## src/rtl/burst_target_pkg.sv

```systemverilog
package burst_target_pkg;
  localparam logic [3:0] CMD_MEM_RD = 4'h6;
  localparam logic [3:0] CMD_MEM_WR = 4'h7;

  typedef enum logic [2:0] {
    ST_IDLE,
    ST_SKIP,
    ST_WAIT,
    ST_DATA,
    ST_END
  } tgt_state_e;
endpackage

```

## src/rtl/burst_target_decode.sv

```systemverilog
module burst_target_decode #(
  parameter int          DW         = 32,
  parameter int          AW         = 4,
  parameter logic [31:0] BASE_WADDR = 32'h0000_0100
) (
  input  logic [DW-1:0] addr,
  input  logic [3:0]    cmd,
  output logic          hit,
  output logic          is_rd,
  output logic          is_wr
);
  import burst_target_pkg::*;
  localparam logic [DW-1:0] BASE_W = DW'(BASE_WADDR);

  always_comb begin
    hit   = (addr[DW-1:AW] == BASE_W[DW-1:AW]);
    is_rd = (cmd == CMD_MEM_RD);
    is_wr = (cmd == CMD_MEM_WR);
  end
endmodule

```

## src/rtl/burst_target_regfile.sv

```systemverilog
module burst_target_regfile #(
  parameter int DW    = 32,
  parameter int DEPTH = 16,
  localparam int AW   = $clog2(DEPTH)
) (
  input  logic          clk,
  input  logic          we,
  input  logic [AW-1:0] waddr,
  input  logic [DW-1:0] wdata,
  input  logic [AW-1:0] raddr,
  output logic [DW-1:0] rdata
);
  logic [DW-1:0] mem [DEPTH];

  always_ff @(posedge clk) begin
    if (we) mem[waddr] <= wdata;
    rdata <= mem[raddr];
  end
endmodule

```

## src/rtl/burst_target_ctrl.sv

```systemverilog
module burst_target_ctrl #(
  parameter int DEPTH       = 16,
  parameter int WAIT_STATES = 2,
  localparam int AW         = $clog2(DEPTH),
  localparam int WCW        = (WAIT_STATES > 0) ? $clog2(WAIT_STATES + 1) : 1
) (
  input  logic          clk,
  input  logic          rst,
  input  logic          txn_n,
  input  logic          init_rdy_n,
  input  logic          hit,
  input  logic          cmd_rd,
  input  logic          cmd_wr,
  input  logic [AW-1:0] addr_idx,
  output logic          we,
  output logic [AW-1:0] idx,
  output logic [AW-1:0] rd_idx,
  output logic          ad_oe,
  output logic          tgt_rdy_n,
  output logic          tgt_rdy_oe
);
  import burst_target_pkg::*;

  tgt_state_e     state;
  logic           rd_txn;
  logic [WCW-1:0] wcnt;
  logic           xfer;

  always_comb begin
    xfer   = (state == ST_DATA) && !init_rdy_n && !tgt_rdy_n;
    we     = xfer && !rd_txn;
    rd_idx = xfer ? idx + AW'(1) : idx;
  end

  always_ff @(posedge clk) begin
    if (rst) begin
      state      <= ST_IDLE;
      rd_txn     <= 1'b0;
      wcnt       <= '0;
      idx        <= '0;
      ad_oe      <= 1'b0;
      tgt_rdy_n  <= 1'b1;
      tgt_rdy_oe <= 1'b0;
    end else begin
      unique case (state)
        ST_IDLE: begin
          if (!txn_n) begin
            if (hit && (cmd_rd || cmd_wr)) begin
              state      <= ST_WAIT;
              rd_txn     <= cmd_rd;
              idx        <= addr_idx;
              wcnt       <= '0;
              tgt_rdy_oe <= 1'b1;
              tgt_rdy_n  <= 1'b1;
            end else begin
              state <= ST_SKIP;
            end
          end
        end
        ST_SKIP: begin
          if (txn_n && init_rdy_n) state <= ST_IDLE;
        end
        ST_WAIT: begin
          if (rd_txn) ad_oe <= 1'b1;
          if (wcnt == WCW'(WAIT_STATES)) begin
            tgt_rdy_n <= 1'b0;
            state     <= ST_DATA;
          end else begin
            wcnt <= wcnt + WCW'(1);
          end
        end
        ST_DATA: begin
          if (xfer) begin
            idx <= idx + AW'(1);
            if (txn_n) begin
              state     <= ST_END;
              tgt_rdy_n <= 1'b1;
              ad_oe     <= 1'b0;
            end
          end
        end
        ST_END: begin
          tgt_rdy_oe <= 1'b0;
          state      <= ST_IDLE;
        end
        default: state <= ST_IDLE;
      endcase
    end
  end
endmodule

```

## src/rtl/burst_target.sv

```systemverilog
module burst_target #(
  parameter int          DW          = 32,
  parameter int          DEPTH       = 16,
  parameter int          WAIT_STATES = 2,
  parameter logic [31:0] BASE_WADDR  = 32'h0000_0100
) (
  input  logic          clk,
  input  logic          rst,
  input  logic          txn_n,
  input  logic [3:0]    cmd,
  input  logic [DW-1:0] ad_in,
  input  logic          init_rdy_n,
  output logic [DW-1:0] ad_out,
  output logic          ad_oe,
  output logic          tgt_rdy_n,
  output logic          tgt_rdy_oe
);
  localparam int AW = $clog2(DEPTH);

  logic          hit, cmd_rd, cmd_wr, we;
  logic [AW-1:0] idx, rd_idx;

  burst_target_decode #(.DW(DW), .AW(AW), .BASE_WADDR(BASE_WADDR)) u_dec (
    .addr(ad_in), .cmd(cmd), .hit(hit), .is_rd(cmd_rd), .is_wr(cmd_wr)
  );

  burst_target_ctrl #(.DEPTH(DEPTH), .WAIT_STATES(WAIT_STATES)) u_ctrl (
    .clk(clk), .rst(rst), .txn_n(txn_n), .init_rdy_n(init_rdy_n),
    .hit(hit), .cmd_rd(cmd_rd), .cmd_wr(cmd_wr), .addr_idx(ad_in[AW-1:0]),
    .we(we), .idx(idx), .rd_idx(rd_idx), .ad_oe(ad_oe),
    .tgt_rdy_n(tgt_rdy_n), .tgt_rdy_oe(tgt_rdy_oe)
  );

  burst_target_regfile #(.DW(DW), .DEPTH(DEPTH)) u_rf (
    .clk(clk), .we(we), .waddr(idx), .wdata(ad_in),
    .raddr(rd_idx), .rdata(ad_out)
  );
endmodule

```

## config.mk

```make
export PLATFORM = sky130hd
export DESIGN_NAME = burst_target
export DESIGN_NICKNAME = d
export VERILOG_FILES = /design/src/rtl/burst_target_pkg.sv /design/src/rtl/burst_target_decode.sv /design/src/rtl/burst_target_regfile.sv /design/src/rtl/burst_target_ctrl.sv /design/src/rtl/burst_target.sv
export SDC_FILE = /design/constraint.sdc
export NUM_CORES = 1
export LEC_CHECK = 0
export ABC_AREA = 1
export BUFFER_PORTS_ARGS = -buffer_cell sky130_fd_sc_hd__buf_4
export CORE_MARGIN = 3
export CORE_UTILIZATION = 45
export DETAILED_ROUTE_END_ITERATION = 8
export SYNTH_ARGS = -nofsm -noshare
export SYNTH_HDL_FRONTEND = slang
export SYNTH_HIERARCHICAL = 1
export SYNTH_SLANG_ARGS = --single-unit
export TNS_END_PERCENT = 1
```

## constraint.sdc

```tcl
create_clock -name clk -period 4.05 [get_ports clk]
set_input_delay 0.81 -clock clk [delete_from_list [all_inputs] [get_ports clk]]
set_output_delay 0.81 -clock clk [all_outputs]
set_load 0.1 [all_outputs]
```

==> impl_metrics.env, run 1 <==
export IMPL_h_tree_depth=2
export IMPL_drt_iter0_drc=1204
export IMPL_firstDrtPassIters=5
export IMPL_rows=83
export IMPL_setup_viol_count_final=0
export IMPL_max_slew_worst_pin_slew_ns=0.960
export IMPL_hold_viol=0
export IMPL_antenna_found_initial=0
export IMPL_drcViolationCount=0
export IMPL_die_area_um2=55400
export IMPL_vias=15500
export IMPL_syn_nets=2320
export IMPL_maxCapViolations=0
export IMPL_nNetsFinal=2388
export IMPL_yosys_top_cells_area="edfxtp_1 65%, nand2_1 11%, nand3_1 8.3%"
export IMPL_grt_usage_pct=20.2
export IMPL_tns_ns=0
export IMPL_ctsHoldBuffers=0
export IMPL_cts_tree="built"
export IMPL_path_cells="nand2_2 > nor2_8 > nand2_4 > nor2_1 > nand3_1 > nor2_4 > buf_4"
export IMPL_seqCellArea_um2=16300
export IMPL_wl_mm=56.2
export IMPL_layout_common_cells="719 x nand2_1, 512 x edfxtp_1, 400 x inv_1, 392 x nand3_1, 103 x buf_4"
export IMPL_hp_start="rst"
export IMPL_synthDistinctLibCells=33
export IMPL_synth_seq_cells=557
export IMPL_max_slew_margin_rel_pct=35.9
export IMPL_yosysTopAreaCell="edfxtp_1"
export IMPL_drv_slew=0
export IMPL_postSynthAreaPerCell_um2=10.4
export IMPL_final_common_cell="nand2_1"
export IMPL_crit_buf_inv=1
export IMPL_io_buffers=74
export IMPL_clock_root_buffer="clkbuf_16"
export IMPL_hpwl_mm=28.9
export IMPL_pin_count=75
export IMPL_synth_warnings=6
export IMPL_post_cts_setup_buffers=0
export IMPL_p_leak_uw=0.0113
export IMPL_fin_crit_ns=2.65
export IMPL_power_density_nw_per_um2=567
export IMPL_path_class="reg -> reg"
export IMPL_whs_endpoint="u_ctrl/wcnt[0]"
export IMPL_clk_pin_slew_worst_paths_ns=0.06
export IMPL_crit_family="simple AND/OR/NAND/NOR gates"
export IMPL_coreArea_um2=51700
export IMPL_slowest_delay_ns=0.54
export IMPL_numCtsBuffers=57
export IMPL_critPathCaptureType="flop"
export IMPL_r2r_end="u_rf/mem[15][12]"
export IMPL_netlist_area_leader_share_pct=64.9
export IMPL_critPathLaunch="u_ctrl/state[0]"
export IMPL_clkSinkCount=557
export IMPL_ys_seq_area_share_pct=68.7
export IMPL_die_y_um=235
export IMPL_whs_path_depth=2
export IMPL_rsz0062_at_grt="no"
export IMPL_peakVddDrop_v=0.000483
export IMPL_skew_ns=0.0235
export IMPL_r2r_start="u_ctrl/state[0]"
export IMPL_path_max_fanout=32
export IMPL_start_kind="flop"
export IMPL_dp_cells=2967
export IMPL_status="finished, final reports clean"
export IMPL_cp_arrival_ns=2.90
export IMPL_fmax_ghz=0.377
export IMPL_cp_required_ns=4.29
export IMPL_slowest_stage="buf_4"
export IMPL_drt_vias_per_instance=5.05
export IMPL_fin_util_pct=51.9
export IMPL_post_layout_nonfiller_instances=3076
export IMPL_area_growth_pct=13.2
export IMPL_grt_max_degree=145
export IMPL_ant_nets=0
export IMPL_avgRoutedWirePerCell_um=18.3
export IMPL_fin_total_pwr_uw=15200
export IMPL_worstSkewPairLatency_ns=0.63
export IMPL_drive_gt1_share_pct=9.73
export IMPL_grt_pass1_vias=15100
export IMPL_start_util_pct=45.8
export IMPL_period_share_pct=65.5
export IMPL_fillerInstances=4553
export IMPL_cts_resized=0
export IMPL_hp_class="in -> reg"
export IMPL_multiInputGateArea_um2=5280
export IMPL_die_x_um=235
export IMPL_r2r_slack_ns=1.40
export IMPL_worstRegToRegCells=7
export IMPL_syn_area_um2=23700
export IMPL_place_congestion=0.801
export IMPL_clk_path_buf_depth=3
export IMPL_grt_pass1_wl_mm=87.6
export IMPL_syn_inst=2278
export IMPL_grt_overflow_total=0
==> where the power goes <==
group,switching (µW),total [µW],leakage (µW),internal [µW]
registers,117,6590,0.00498,6470
clock network,2180,5150,0.000888,2970
logic,2660,3460,0.00540,796
total,4960,15200,0.0113,10200
==> metrics by stage <==
stage	hold slack, ns	instance area [µm²]	worst slack (ns)
after global routing	0.374	26800	1.23
after detailed placement	0.454	25000	0.898
after CTS	0.363	26800	1.44
after floorplan	0.437	23700	0.714
final	0.387	26800	1.40
after global placement	0.454	25000	0.965
==> per-layer routing <==
metal | routed length (µm) | vias up | share of wire [%] | global-route usage [%]
li1 | - | 7482 | - | -
met1 | 24600 | 7471 | 44 | 27.8
met2 | 27100 | 498 | 48 | 33.8
met3 | 3420 | 80 | 6.1 | 3.40
met4 | 1110 | 0 | 2.0 | 5.00
met5 | 0 | - | 0 | 0
==> state kept, by name, summed over array words and instances, names as in the netlist <==
register	flops
u_rf/mem	512
u_rf/rdata	32
u_ctrl/idx	4
u_ctrl/state	3
u_ctrl/wcnt	2
u_ctrl/ad_oe	1
u_ctrl/rd_txn	1
u_ctrl/tgt_rdy_n	1
u_ctrl/tgt_rdy_oe	1
==> cells in the mapped netlist <==
library cell	n
nand2_1	719
edfxtp_1	512
inv_1	404
nand3_1	392
nor2_1	54
dfxtp_1	45
buf_2	41
buf_6	29
buf_1	14
clkbuf_1	14
a21oi_1	7
buf_4	7
nand2_2	6
o21ai_0	6
nand3b_1	4
inv_2	3
ha_1	2
nand4_1	2
nor2_2	2
nor3_1	2
a211oi_1	1
and2_0	1
buf_12	1
clkinv_2	1
inv_4	1
nand2_4	1
nand3_2	1
nor2_8	1
nor3b_1	1
o21a_1	1
o21ai_4	1
o21bai_1	1
xnor2_1	1
==> logic make-up after synthesis <==
group / Yosys count / share of synthesized area [%]
adders and majority gates: 2 / 0.106
AOI/OAI and AO/OA: 17 / 0.439
DFF: 557 / 68.7
xor gates and xnor gates: 1 / 0.0370
buffers and inverters: 515 / 9.49
and+or+nand+nor: 1186 / 21.2
==> worst max-delay path by stage <==
stage                  endpoint  slack (ns)  cells after the start
4_1_cts        u_rf/mem[15][12]        1.44                      7
5_1_grt        u_rf/mem[15][14]        1.23                      7
3_3_place_gp   u_rf/mem[15][14]        0.97                      7
2_1_floorplan   u_rf/mem[12][0]        0.71                      5
3_5_place_dp   u_rf/mem[15][14]        0.90                      7
6_report       u_rf/mem[15][12]        1.40                      7
==> worst reg2reg max path, cell delays in order, from the launching register on <==
cell and delay [ns]:
dfxtp_1 0.46, nand2_2 0.13, nor2_8 0.17, nand2_4 0.11, nor2_1 0.30, nand3_1 0.37, nor2_4 0.17, buf_4 0.54
==> cell type report <==
| type | count | share of cell area, % |
|---|---|---|
| sequential | 557 | 60.7 |
| inverter | 409 | 5.80 |
| antenna | 1 | 0.00933 |
| clock inverter | 29 | 1.01 |
| clock buffer | 79 | 5.86 |
| tap | 680 | 3.17 |
| multi-input combinational | 1206 | 19.7 |
| timing repair buffer | 115 | 3.78 |
No activity file was read; power rests on OpenSTA's default activity.
==> run 2, diff against run 1 <==
==> constraint.sdc (replaced) <==
create_clock -name clk -period 2.8 [get_ports clk]
set_input_delay 0.56 -clock clk [delete_from_list [all_inputs] [get_ports clk]]
set_output_delay 0.56 -clock clk [all_outputs]
set_load 0.1 [all_outputs]
==> impl_metrics.env, run 2 (synthesis results as in run 1) <==
export IMPL_path_cells="ha_1 > nand3b_1 > nand2_1 > inv_4 > inv_4 > buf_12 > nand3_1 > nand3_1 > nand3_1 > nand2_1"
export IMPL_path_class="reg -> reg"
export IMPL_pin_count=75
export IMPL_skew_ns=0.0228
export IMPL_ctsHoldBuffers=0
export IMPL_period_share_pct=85.2
export IMPL_maxCapViolations=0
export IMPL_grt_max_degree=100
export IMPL_peakVddDrop_v=0.000714
export IMPL_path_common_cell="nand3_1"
export IMPL_dp_slack_ns=0.0296
export IMPL_seqCellArea_um2=16300
export IMPL_path_max_fanout=32
export IMPL_antenna_found_initial=0
export IMPL_grt_usage_pct=20.6
export IMPL_nNetsFinal=2432
export IMPL_hpwl_mm=33.5
export IMPL_max_slew_margin_rel_pct=61.5
export IMPL_grt_pass1_vias=15500
export IMPL_place_congestion=0.807
export IMPL_slowest_stage="dfxtp_1"
export IMPL_wl_mm=57.3
export IMPL_drt_vias_per_instance=5.03
export IMPL_area_growth_pct=16.4
export IMPL_ant_nets=0
export IMPL_layout_common_cells="719 x nand2_1, 512 x edfxtp_1, 400 x inv_1, 392 x nand3_1, 116 x buf_4"
export IMPL_firstDrtPassIters=7
export IMPL_drt_iter0_drc=1288
export IMPL_setup_viol_count_final=0
export IMPL_avgRoutedWirePerCell_um=18.4
export IMPL_rsz0062_at_grt="no"
export IMPL_grt_pass1_wl_mm=89.5
export IMPL_cts_tree="built"
export IMPL_vias=15700
export IMPL_multiInputGateArea_um2=5280
export IMPL_clk_path_buf_depth=3
export IMPL_die_y_um=235
export IMPL_tns_ns=0
export IMPL_final_common_cell="nand2_1"
export IMPL_h_tree_depth=2
export IMPL_drv_slew=0
export IMPL_critPathCaptureType="flop"
export IMPL_num_antenna_cells=0
export IMPL_hp_class="in -> reg"
export IMPL_fmax_ghz=0.419
export IMPL_detailed_place_area_um2=25700
export IMPL_fin_crit_ns=2.39
export IMPL_die_x_um=235
export IMPL_start_util_pct=45.8
export IMPL_top_regs="u_rf/mem x512, u_rf/rdata x32, u_ctrl/idx x4"
export IMPL_fillerInstances=4461
export IMPL_cp_arrival_ns=2.91
export IMPL_grt_overflow_total=0
export IMPL_clk_pin_slew_worst_paths_ns=0.06
export IMPL_regMostFlops="u_rf/mem"
export IMPL_coreArea_um2=51700
export IMPL_cp_required_ns=3.32
export IMPL_worst_slack_ns=0.413
export IMPL_drive_gt1_share_pct=11.2
export IMPL_post_cts_setup_buffers=0
export IMPL_power_density_nw_per_um2=808
export IMPL_fin_area_um2=27600
export IMPL_status="finished, final reports clean"
export IMPL_p_leak_uw=0.0116
export IMPL_hold_ws_ns=0.159
export IMPL_drcViolationCount=0
export IMPL_die_area_um2=55400
export IMPL_start_kind="flop"
export IMPL_clock_root_buffer="clkbuf_16"
export IMPL_max_slew_worst_pin_slew_ns=0.578
export IMPL_rows=83
export IMPL_hold_viol=0
export IMPL_cts_resized=0
export IMPL_largest_register_ffs=512
export IMPL_numCtsBuffers=57
export IMPL_worstSkewPairLatency_ns=0.60
export IMPL_slowest_delay_ns=0.56
export IMPL_clkSinkCount=557
export IMPL_io_buffers=74
==> run 2: cell count changes in the layout (fill, tap and decap cells not counted), moves of 2 or more <==
cell and change:
clkbuf_8 -2, bufinv_16 +3, clkbuf_1 +5, buf_12 +31, clkinv_1 -2, buf_4 +13, clkinv_2 -2
==> run 2: worst max-delay path, delay by kind of cell, from the launching register on <==
family	cells	cell delay, ns
adders and majority gates	1	0.30
buffers and inverters	3	0.68
and+or+nand+nor	6	0.75
DFF	1	0.56
==> run 2: stage by stage <==
step | cells | utilization (%) | power, µW
after floorplan | 2278 | - | 13500
after global placement | 3011 | 49.7 | 14800
after detailed placement | 3011 | 49.7 | 14900
after CTS | 3118 | 53.3 | 22500
after global routing | 3118 | 53.3 | 23200
final | 3118 | 53.3 | 22300
==> run 2: where the power goes <==
part / total, µW / internal (µW) / leakage [µW] / switching (µW)
Combinational: 5160 / 1260 / 0.00571 / 3900
Clock: 7590 / 4510 / 0.000897 / 3080
Sequential: 9530 / 9360 / 0.00498 / 170
Total: 22300 / 15100 / 0.0116 / 7150
==> run 2: area by class of cell <==
cell class                 count  share of cell area (%)
clock buffer                  82                    5.67
clock inverter                25                    1.12
inverter                     409                    5.64
multi-input combinational   1206                    19.2
sequential                   557                    59.1
tap                          680                    3.09
timing repair buffer         159                    6.28
==> run 2: final timing paths <==
path | startpoint | end | slack (ns) | depth (start not counted)
setup / recovery | u_ctrl/idx[0] | u_rf/rdata[14] | 0.41 | 10
hold reg to reg | u_ctrl/rd_txn | u_ctrl/rd_txn | 0.48 | 2
setup reg to reg | u_ctrl/idx[0] | u_rf/rdata[14] | 0.41 | 10
hold / removal | rst | u_ctrl/tgt_rdy_oe | 0.16 | 2
==> run 2: routing by layer <==
metal | vias to the layer above | part of all wire [%] | global-route usage [%]
met5 | - | 0 | 0
met4 | 0 | 2.7 | 7.04
met3 | 99 | 5.3 | 3.12
met2 | 419 | 48 | 33.6
met1 | 7597 | 44 | 28.4
li1 | 7560 | - | -
==> run 3, diff against run 2 <==
--- a/config.mk
+++ b/config.mk
@@ -9,6 +9,7 @@
 export BUFFER_PORTS_ARGS = -buffer_cell sky130_fd_sc_hd__buf_4
 export CORE_MARGIN = 3
 export CORE_UTILIZATION = 45
+export CTS_CLUSTER_SIZE = 14
 export DETAILED_ROUTE_END_ITERATION = 8
 export SYNTH_ARGS = -nofsm -noshare
 export SYNTH_HDL_FRONTEND = slang
==> constraint.sdc (replaced) <==
create_clock -name clk -period 2.5 [get_ports clk]
set_input_delay 0.5 -clock clk [delete_from_list [all_inputs] [get_ports clk]]
set_output_delay 0.5 -clock clk [all_outputs]
set_load 0.1 [all_outputs]
==> impl_metrics.env, run 3 (synthesis results as in run 1) <==
export IMPL_status="finished, final reports clean"
export IMPL_worstSkewPairLatency_ns=0.62
export IMPL_ctsHoldBuffers=0
export IMPL_critPathCaptureType="flop"
export IMPL_path_class="reg -> reg"
export IMPL_die_area_um2=55400
export IMPL_post_cts_setup_buffers=0
export IMPL_nNetsFinal=2445
export IMPL_grt_overflow_total=0
export IMPL_numCtsBuffers=56
export IMPL_peakVddDrop_v=0.000885
export IMPL_ant_nets=0
export IMPL_vias=15700
export IMPL_maxCapViolations=0
export IMPL_final_common_cell="nand2_1"
export IMPL_grt_max_degree=68
export IMPL_hold_viol=0
export IMPL_grt_usage_pct=20.9
export IMPL_fin_util_pct=53.6
export IMPL_io_buffers=74
export IMPL_grt_pass1_vias=15300
export IMPL_fin_total_pwr_uw=25000
export IMPL_critPathLaunch="u_ctrl/idx[1]"
export IMPL_rsz0062_at_grt="no"
export IMPL_area_growth_pct=17.0
export IMPL_hp_start="rst"
export IMPL_fin_crit_ns=2.33
export IMPL_max_slew_margin_rel_pct=69.1
export IMPL_hpwl_mm=32.7
export IMPL_drv_slew=0
export IMPL_drt_iter0_drc=1224
export IMPL_grt_pass1_wl_mm=89.8
export IMPL_start_kind="flop"
export IMPL_clk_path_buf_depth=3
export IMPL_coreArea_um2=51700
export IMPL_top_regs="u_rf/mem x512, u_rf/rdata x32, u_ctrl/idx x4"
export IMPL_antenna_found_initial=0
export IMPL_drcViolationCount=0
export IMPL_path_max_fanout=45
export IMPL_clock_root_buffer="clkbuf_16"
export IMPL_cp_arrival_ns=2.86
export IMPL_pin_count=75
export IMPL_power_density_nw_per_um2=901
export IMPL_clkSinkCount=557
export IMPL_clk_pin_slew_worst_paths_ns=0.06
export IMPL_detailed_place_area_um2=25800
export IMPL_cts_resized=0
export IMPL_drt_vias_per_instance=5.02
export IMPL_tns_ns=0
export IMPL_hp_class="in -> reg"
export IMPL_fin_area_um2=27700
export IMPL_num_antenna_cells=0
export IMPL_h_tree_depth=2
export IMPL_layout_common_cells="719 x nand2_1, 512 x edfxtp_1, 400 x inv_1, 392 x nand3_1, 126 x buf_4"
export IMPL_die_y_um=235
export IMPL_setup_viol_count_final=0
export IMPL_wl_mm=58.2
export IMPL_place_congestion=0.764
export IMPL_max_slew_worst_pin_slew_ns=0.463
export IMPL_fmax_ghz=0.429
export IMPL_largest_register_ffs=512
export IMPL_worstRegToRegCells=10
export IMPL_rows=83
export IMPL_start_util_pct=45.8
export IMPL_p_leak_uw=0.0117
export IMPL_hold_ws_ns=0.0907
export IMPL_cts_tree="built"
export IMPL_drive_gt1_share_pct=12.0
export IMPL_firstDrtPassIters=5
export IMPL_regMostFlops="u_rf/mem"
export IMPL_r2r_start="u_ctrl/idx[1]"
export IMPL_period_share_pct=93.3
export IMPL_avgRoutedWirePerCell_um=18.6
export IMPL_whs_path_depth=2
export IMPL_die_x_um=235
export IMPL_cp_required_ns=3.03
export IMPL_skew_ns=0.0204
## run 3: changes by cell type in the layout (fill, tap and decap cells not counted), moves of 2 or more
| cell | before | now |
|---|---|---|
| clkinv_1 | 8 | 6 |
| buf_12 | 43 | 47 |
| bufinv_16 | 7 | 4 |
| dfxtp_2 | 0 | 2 |
| dfxtp_1 | 45 | 43 |
| inv_16 | 0 | 2 |
| clkbuf_8 | 2 | 10 |
| clkinvlp_4 | 3 | 1 |
| buf_4 | 116 | 126 |
| clkbuf_1 | 22 | 18 |
## run 3: critical path, cell delays in order, from the launching register on
cell      delay [ns]
dfxtp_1         0.50
ha_1            0.29
nand3b_1        0.15
nand2_1         0.16
inv_4           0.09
inv_4           0.24
buf_12          0.31
nand3_1         0.11
nand3_1         0.12
nand3_1         0.09
nand2_1         0.17
## run 3: area by class of cell
class / instances / area, µm²
clock buffers: 85 / 1630
inverters: 409 / 1550
clock inverters: 21 / 234
multi-input cells: 1206 / 5280
repair buffers: 173 / 1890
well taps: 680 / 851
flip-flops and latches: 557 / 16300
fillers: 4482 / 24000
## run 3: path summary, 6_finish.rpt
path	end	slack, ns
worst max-delay path	u_rf/rdata[1]	0.17
worst min-delay path	u_ctrl/tgt_rdy_oe	0.09
worst max register to register	u_rf/rdata[1]	0.17
worst min register to register	u_ctrl/tgt_rdy_n	0.47
## run 3: through the flow
step	instances	setup WS, ns
after global routing	3131	0.0173
final	3131	0.167
after CTS	3131	0.187
after detailed placement	3025	-0.0124
after global placement	3025	-0.0133
after floorplan	2278	0.0165
## run 3: power by group
group / switching (µW) / internal, µW / total [µW]
sequential: 176 / 10500 / 10700
combinational: 4400 / 1490 / 5890
clock: 3490 / 4930 / 8410
## run 3: routing by layer
layer  part of all wire, %  wire length, µm  up-vias  track usage [%]
li1                      -                -     7607                -
met1                    45            26100     7607             29.3
met2                    48            27700      426             34.2
met3                   5.1             2980       89             3.17
met4                   2.3             1360        0             5.90
met5                     0                0        -                0
